$ cat config.mk
export PLATFORM = sky130hd
export DESIGN_NAME = asid_tlb
export DESIGN_NICKNAME = d
export VERILOG_FILES = /design/src/rtl/tlb_pkg.sv /design/src/rtl/tlb_match.sv /design/src/rtl/tlb_victim.sv /design/src/rtl/asid_tlb.sv
export SDC_FILE = /design/constraint.sdc
export NUM_CORES = 2
export LEC_CHECK = 0
export ABC_CLOCK_PERIOD_IN_PS = 4900
export BUFFER_PORTS_ARGS = -buffer_cell sky130_fd_sc_hd__buf_4
export CORE_ASPECT_RATIO = 0.9
export CORE_UTILIZATION = 41
export DETAILED_ROUTE_END_ITERATION = 10
export PLACE_DENSITY_LB_ADDON = 0.2
export RECOVER_POWER = 100
export SLEW_MARGIN = 20
export SYNTH_ARGS = -nofsm -noshare
export SYNTH_HDL_FRONTEND = slang
export SYNTH_SLANG_ARGS = --single-unit
export TNS_END_PERCENT = 10
$ cat constraint.sdc
create_clock -name clk -period 4.9 [get_ports clk]
set_clock_uncertainty 0.05 [all_clocks]
set_input_delay 0 -clock clk [delete_from_list [all_inputs] [get_ports clk]]
set_output_delay 0 -clock clk [all_outputs]
set_load 0.02 [all_outputs]
$ cat src/rtl/tlb_pkg.sv
package tlb_pkg;

    // Where a refill lands
    typedef enum logic [1:0] {
        FILL_SAME = 2'd0,   // overwrite an entry already holding the key
        FILL_FREE = 2'd1,   // lowest invalid entry
        FILL_RR   = 2'd2    // round-robin victim
    } fill_src_e;

endpackage

$ cat src/rtl/tlb_match.sv
module tlb_match #(
    parameter int N      = 16,
    parameter int VPN_W  = 20,
    parameter int ASID_W = 8
) (
    input  logic                       clk,
    input  logic                       rst_n,
    input  logic [N-1:0]               ent_valid,
    input  logic [N-1:0][VPN_W-1:0]    ent_vpn,
    input  logic [N-1:0][ASID_W-1:0]   ent_asid,
    input  logic [VPN_W-1:0]           key_vpn,
    input  logic [ASID_W-1:0]          key_asid,
    output logic [N-1:0]               hit_vec
);

    for (genvar i = 0; i < N; i++) begin : g_cmp
        assign hit_vec[i] = ent_valid[i]
                          && (ent_vpn[i] == key_vpn)
                          && (ent_asid[i] == key_asid);
    end


    no_dup_chk: assert property (@(posedge clk) disable iff (!rst_n)
        $onehot0(hit_vec));

endmodule

$ cat src/rtl/tlb_victim.sv
module tlb_victim #(
    parameter int N     = 16,
    parameter int IDX_W = 4
) (
    input  logic [N-1:0]     ent_valid,
    input  logic [IDX_W-1:0] rr_ptr,
    output logic             has_free,
    output logic [IDX_W-1:0] victim_idx
);

    logic [IDX_W-1:0] free_idx;

    always_comb begin
        free_idx = '0;
        has_free = 1'b0;
        for (int i = N - 1; i >= 0; i--) begin
            if (!ent_valid[i]) begin
                free_idx = IDX_W'(i);
                has_free = 1'b1;
            end
        end
        victim_idx = has_free ? free_idx : rr_ptr;
    end

endmodule

$ cat src/rtl/asid_tlb.sv
module asid_tlb
    import tlb_pkg::*;
#(
    parameter int ENTRIES   = 16,
    parameter int VA_W      = 32,
    parameter int PA_W      = 32,
    parameter int PAGE_BITS = 12,
    parameter int ASID_W    = 8,
    localparam int VPN_W    = VA_W - PAGE_BITS,
    localparam int PFN_W    = PA_W - PAGE_BITS,
    localparam int IDX_W    = (ENTRIES > 1) ? $clog2(ENTRIES) : 1
) (
    input  logic              clk,
    input  logic              rst_n,
    input  logic              lk_req,
    input  logic [VA_W-1:0]   lk_vaddr,
    input  logic [ASID_W-1:0] lk_asid,
    output logic              rsp_valid,
    output logic              rsp_hit,
    output logic [PA_W-1:0]   rsp_paddr,
    input  logic              fill_en,
    input  logic [VPN_W-1:0]  fill_vpn,
    input  logic [ASID_W-1:0] fill_asid,
    input  logic [PFN_W-1:0]  fill_pfn,
    input  logic              flush_all,
    input  logic              flush_one,
    input  logic [ASID_W-1:0] flush_asid
);

    typedef struct packed {
        logic [ENTRIES-1:0]             valid;
        logic [ENTRIES-1:0][VPN_W-1:0]  vpn;
        logic [ENTRIES-1:0][ASID_W-1:0] asid;
        logic [ENTRIES-1:0][PFN_W-1:0]  pfn;
        logic [IDX_W-1:0]               ptr;
        logic                           rsp_valid;
        logic                           rsp_hit;
        logic [PA_W-1:0]                rsp_paddr;
    } tlb_state_t;

    tlb_state_t s_d, s_q;

    logic [ENTRIES-1:0] lk_hit_vec, fill_hit_vec;
    logic               has_free;
    logic [IDX_W-1:0]   victim_idx;
    logic [IDX_W-1:0]   same_idx;
    logic [IDX_W-1:0]   fill_idx;
    logic [PFN_W-1:0]   sel_pfn;
    fill_src_e          fill_src;

    tlb_match #(.N(ENTRIES), .VPN_W(VPN_W), .ASID_W(ASID_W)) u_lk_match (
        .clk       (clk),
        .rst_n     (rst_n),
        .ent_valid (s_q.valid),
        .ent_vpn   (s_q.vpn),
        .ent_asid  (s_q.asid),
        .key_vpn   (lk_vaddr[VA_W-1:PAGE_BITS]),
        .key_asid  (lk_asid),
        .hit_vec   (lk_hit_vec)
    );

    tlb_match #(.N(ENTRIES), .VPN_W(VPN_W), .ASID_W(ASID_W)) u_fill_match (
        .clk       (clk),
        .rst_n     (rst_n),
        .ent_valid (s_q.valid),
        .ent_vpn   (s_q.vpn),
        .ent_asid  (s_q.asid),
        .key_vpn   (fill_vpn),
        .key_asid  (fill_asid),
        .hit_vec   (fill_hit_vec)
    );

    tlb_victim #(.N(ENTRIES), .IDX_W(IDX_W)) u_victim (
        .ent_valid  (s_q.valid),
        .rr_ptr     (s_q.ptr),
        .has_free   (has_free),
        .victim_idx (victim_idx)
    );

    // Frame select and one-hot to index encode
    always_comb begin
        sel_pfn  = '0;
        same_idx = '0;
        for (int i = 0; i < ENTRIES; i++) begin
            if (lk_hit_vec[i])   sel_pfn  = sel_pfn | s_q.pfn[i];
            if (fill_hit_vec[i]) same_idx = IDX_W'(i);
        end
    end

    always_comb begin
        if (|fill_hit_vec) begin
            fill_src = FILL_SAME;
            fill_idx = same_idx;
        end else if (has_free) begin
            fill_src = FILL_FREE;
            fill_idx = victim_idx;
        end else begin
            fill_src = FILL_RR;
            fill_idx = victim_idx;
        end
    end

    // Next-state computation
    always_comb begin
        s_d = s_q;

        s_d.rsp_valid = lk_req;
        s_d.rsp_hit   = lk_req && (|lk_hit_vec);
        s_d.rsp_paddr = (lk_req && (|lk_hit_vec))
                      ? {sel_pfn, lk_vaddr[PAGE_BITS-1:0]} : '0;

        if (flush_all) begin
            s_d.valid = '0;
        end else if (flush_one) begin
            for (int i = 0; i < ENTRIES; i++) begin
                if (s_q.asid[i] == flush_asid) s_d.valid[i] = 1'b0;
            end
        end else if (fill_en) begin
            s_d.valid[fill_idx] = 1'b1;
            s_d.vpn[fill_idx]   = fill_vpn;
            s_d.asid[fill_idx]  = fill_asid;
            s_d.pfn[fill_idx]   = fill_pfn;
            if (fill_src == FILL_RR) begin
                s_d.ptr = (s_q.ptr == IDX_W'(ENTRIES - 1)) ? '0 : s_q.ptr + 1'b1;
            end
        end
    end

    always_ff @(posedge clk) begin
        if (!rst_n) s_q <= '0;
        else        s_q <= s_d;
    end

    assign rsp_valid = s_q.rsp_valid;
    assign rsp_hit   = s_q.rsp_hit;
    assign rsp_paddr = s_q.rsp_paddr;


    global_flush_chk: assert property (@(posedge clk) disable iff (!rst_n)
        flush_all |=> (s_q.valid == '0));


    rsp_timing_chk: assert property (@(posedge clk) disable iff (!rst_n)
        rsp_hit |-> rsp_valid);


    offset_pass_chk: assert property (@(posedge clk) disable iff (!rst_n)
        lk_req |=> (!rsp_hit || rsp_paddr[PAGE_BITS-1:0] == $past(lk_vaddr[PAGE_BITS-1:0])));


    free_fill_chk: assert property (@(posedge clk) disable iff (!rst_n)
        (fill_en && !flush_all && !flush_one && !(&s_q.valid) && !(|fill_hit_vec))
        |=> ($countones(s_q.valid) == $countones($past(s_q.valid)) + 1));


    flush_wins_chk: assert property (@(posedge clk) disable iff (!rst_n)
        (flush_one && fill_en)
        |=> ($countones(s_q.valid) <= $countones($past(s_q.valid))));

endmodule

Yosys cells after proc, flatten, opt, wreduce, memory -nomap -nowiden
Cells that the tools add are included.

storage, ports and cells
  flip-flop bits (word level) = 822
  latch bits = 0
  memory bits (writable) = 0
  bits in read-only memories = 0
  bits of input ports = 102
  output and inout port bits = 34
  memories = 0

cells by class
  $add $sub $neg = 1
  multipliers = 0
  div/mod/pow operators = 0
  magnitude comparators = 2
  equal/unequal tests = 98
  shift-type cells = 0
  multiplexer cells = 96
  bitwise logic cells = 19
  reductions and logical operators = 89

operators by type and width
  kind                 number
  $mux 788             1
  $bwmux 320           2
  $eq 20x20->1         32
  $eq 8x8->1           48
  $mux 20              17
  $or 20x20->20        15
  $mux 4               34
  $bwmux 128           1
  $demux 20 s4         1
  $logic_and 1x1->1    66
  $mux 1               34
  $reduce_and 2->1     17
  $demux 8 s4          1
  $ne 2x1->1 const B   16
  $reduce_or 16->1     2
  $mux 16              1
  $or 16x16->16        1
  $mux 8               1
  $lt 4x5->1 const B   1
  $add 4x1->4 const B  1
  $demux 1 s4          1
  $eq 4x4->1 const B   1
  $ge 4x1->1 const B   1
  $mux 2               2
  other kinds (6)      8

Longest topological paths before layout
  depth after elaboration = 34
  mapped depth = 16

Hierarchy
From an unflattened synthesis, not the netlist that was laid out.

second synthesis, totals
  cells, all modules = 4797
  area total of the unflattened synthesis = 44515.2 um^2

modules (own cells, without submodules)
  module      times used  cells an instance  area an instance (um^2)
  asid_tlb    1           3435               33519.6
  tlb_match   2           664                5397.7
  tlb_victim  1           34                 200.2

Worst setup path after synthesis
Ideal clock, no wire load.

  path kind = register -> register
  from = register with a tool-made name
  to = register with a tool-made name
  library setup time = 72 ps
  arrival = 3028 ps
  required time = 4778 ps
  slack = 1750 ps
  stages on the path, launching flop included = 15
  cell sequence = dfxtp_1 > xor2_1 > nor4_1 > nand3_1 > or4_1 > nand4_1 > nor4_2 > a211o_1 > and2_1 > buf_6 > buf_6 > nor3_4 > buf_6 > buf_8 > mux2i_1

==> impl_metrics.yaml <==
clocking:
  clk_latency_ns: 0.70
  numCtsBuffers: 92
  cts_sinks: 822
  tritoncts: "done"
  clock_path_buffers: 3
  cts_root_buf: "clkbuf_16"
  post_cts_buffers: 0
  path_clk_slew_ns: 0.07
  post_cts_resized: 0
  htree_num_levels: 3
sta:
  tns_ns: 0
  fmax_mhz: 208
  setup-violations-final: 0
  slew_headroom_pct: -85.5
  drv_slew: 99
  period_share_pct: 98.1
  hold_viol: 0
  hold_slack_ns: 0.0269
  period_needed_ns: 4.81
  rsz0062_at_grt: "false"
  worst_slew_pin_slew_ns: 2.78
power:
  pwr-share-comb_pct: 9.1
  total_power_mw: 15.6
  p_per_area_mw_per_mm2: 320
  seqPwrFrac_pct: 43.1
  clkPwrFrac_pct: 47.8
  netSwitchingFraction_pct: 26.2
  p_leak_nw: 18.3
  p_sw_mw: 4.07
  peakVddDrop_mv: 0.243
  p_int_mw: 11.5
placement:
  dpl.hpwl_um: 108000
  post-place-cells: 5805
  io_buffers: 135
  place_congestion: 0.978
yosys:
  syn-cell-area_sq_mm: 0.0434
  netlist_top_cells_area: "dfxtp_1, mux2i_1, xor2_1"
  synth_edf_count: 0
  async_reset_ff_share_pct: 0
  synth_flop_cell: "dfxtp_1"
  netlist.area_leader.share_pct: 37.9
  ys_ff_latch: 822
  yosys.area.top_type: "dfxtp_1"
  ys_top_cells_by_count: "nand2_1, dfxtp_1, mux2i_1, xor2_1, xnor2_1"
  syn_avg_cell_area_sq_um: 9.41
  synth_cell_types: 56
  synth.yosys.warnings: 0
  synth_most_common_cell: "nand2_1"
  yosysSeqAreaShare_pct: 37.9
  synth_cells: 4610
  synth_fp_nets: 4713
grt:
  grt_usage_pct: 32.6
  grt_max_degree: 149
  grt_pass1_wl_um: 251000
  grt_pass1_vias: 33436
  overflow: 0
  antenna_found_initial: 3
floorplan:
  core_area_sq_mm: 0.104
  io_pins: 136
  die_h_um: 311
  start_util_pct: 41.6
  die_w_um: 345
  die_area_sq_mm: 0.107
  num_rows: 112
routing:
  first_pass_iters: 8
  antenna_left: 0
  drt-initial-drc-count: 5143
  routed_wl_um: 180000
  num_vias: 35617
  via_per_inst: 5.92
  drc: 0
  detail_route.wl_per_cell_um: 30.0
worst_setup_path:
  r2r_slack_ns: 0.09
  critical_path.max_stage_delay_ns: 0.59
  cp_common_cell: "nand4_1"
  crit_chain: "inv_1, a2111o_1, a2111oi_0, nand4_1, nand4_1, nor4_1, a21oi_1, and2_1, buf_4, nand3_4, clkbuf_4, mux2i_1"
  reg2reg_depth: 12
  crit_type: "reg -> reg"
  arrival_ns: 5.26
  start_kind: "flip-flop"
  required_ns: 5.35
  worstReg2RegStart: "s_q[817]"
  critPathBufInv: 3
  cp_top_family: "simple AND/OR/NAND/NOR gates"
  cp_max_fo: 28
  end_kind: "flip-flop"
  cpMaxStageDelayCell: "a2111oi_0"
status:
  status: "finished with violations"
  violations: "capacitance limit, slew limit"
min_path:
  whs_path_depth: 3
  hp-class: "in -> reg"
  hold_end: "rsp_paddr[11]"
  min_from: "lk_vaddr[11]"
cells_and_area:
  num-fill-cells: 9896
  fin_cells: 6020
  area_growth_pct: 12.3
  drive_gt1_share_pct: 8.65
  nNetsFinal: 4679
  utilization_pct: 46.7
flow_run:
  maxCapViolations: 2
[worst reg2reg max path: cells and delay by family, from the launching register on]
kind            cells  cell delay, ns
simple gates        5            1.61
compound gates      3            1.27
buf+inv             3            0.90
flops               1            0.52
mux                 1            0.26
[worst max-delay path by stage]
stage                           start        end  slack (ns)  depth (start not counted)
after floorplan             flip-flop  flip-flop        1.75                         14
after global placement    fill_vpn[5]  flip-flop        0.59                         13
after detailed placement     s_q[817]  flip-flop        0.50                         12
after CTS                    s_q[817]  flip-flop        0.42                         12
after global routing         s_q[817]  flip-flop        0.10                         12
final                        s_q[817]  flip-flop        0.09                         12
[layout by cell type (no fill, tap or decap), types with 5 or more instances in the layout]
| master | count |
|---|---|
| clkinv_2 | 18 |
| nand2_1 | 845 |
| a31oi_1 | 8 |
| clkbuf_2 | 5 |
| o21ai_0 | 10 |
| a41oi_1 | 20 |
| xnor2_1 | 465 |
| clkbuf_4 | 7 |
| xor2_1 | 537 |
| buf_4 | 182 |
| and3_1 | 6 |
| bufinv_16 | 13 |
| and2_1 | 11 |
| clkbuf_8 | 16 |
| buf_12 | 21 |
| clkbuf_16 | 93 |
| nor3_4 | 5 |
| mux2i_1 | 770 |
| inv_1 | 14 |
| dfxtp_1 | 822 |
| nor4_1 | 139 |
| nand2_2 | 10 |
| nand3_1 | 65 |
| nand4_1 | 126 |
| nor2_1 | 11 |
| a22o_1 | 80 |
| a221oi_1 | 81 |
| nor3_1 | 26 |
| clkbuf_1 | 56 |
| o41ai_1 | 11 |
| or4_1 | 5 |
| nand2b_1 | 18 |
| a21oi_1 | 18 |
| nor4_2 | 15 |
| and2_0 | 7 |
| dlygate4sd3_1 | 45 |
| nor2b_1 | 16 |
[what timing repair did]
item	CTS	global route
hold endpoints to repair	337	0
hold buffers	45	0
setup endpoints to repair	0	0
[cells by family (layout without fill, tap and decap cells)]
group	after synthesis	after routing	share of synthesized area (%)
flops	822	822	37.9
compound gates	253	253	4.83
simple gates	1321	1321	14.0
other cells	0	2	0
mux	770	770	17.8
fa+ha+maj	1	1	0.0288
xor+xnor	1002	1002	20.2
buf+inv	441	481	5.20
[area by class of cell]
class	count	area [sq um]	area share [%]
inverter	15	56.3	0.116
clock buffer	130	2630	5.39
sequential	822	16500	33.8
multi-input combinational	3347	24800	50.9
tap	1368	1710	3.51
timing repair buffer	298	2480	5.09
clock inverter	38	567	1.16
antenna	2	5.00	0.0103
[per-layer routing]
metal | vias up | part of all wire [%] | global-route usage (%)
li1 | 15608 | - | -
met1 | 17438 | 42 | 45.0
met2 | 2068 | 41 | 46.8
met3 | 499 | 11 | 9.38
met4 | 4 | 5.0 | 14.2
met5 | - | 0.078 | 0.861
[power groups by stage]
stage | Combinational [mW] | Clock [mW] | Sequential (mW)
2_1_floorplan | 0.753 | 0 | 6.86
3_3_place_gp | 1.31 | 0 | 6.86
3_5_place_dp | 1.31 | 0 | 6.86
4_1_cts | 1.34 | 7.52 | 6.71
5_1_grt | 1.41 | 7.78 | 6.71
6_report | 1.41 | 7.45 | 6.72
[per-stage QoR]
stage | setup slack, ns | cell area, sq um
3_5_place_dp | 0.501 | 45300
2_1_floorplan | 1.75 | 43400
3_3_place_gp | 0.590 | 45300
5_1_grt | 0.100 | 48700
4_1_cts | 0.423 | 49000
6_report | 0.0909 | 48700
No activity file was read; power rests on OpenSTA's default activity.
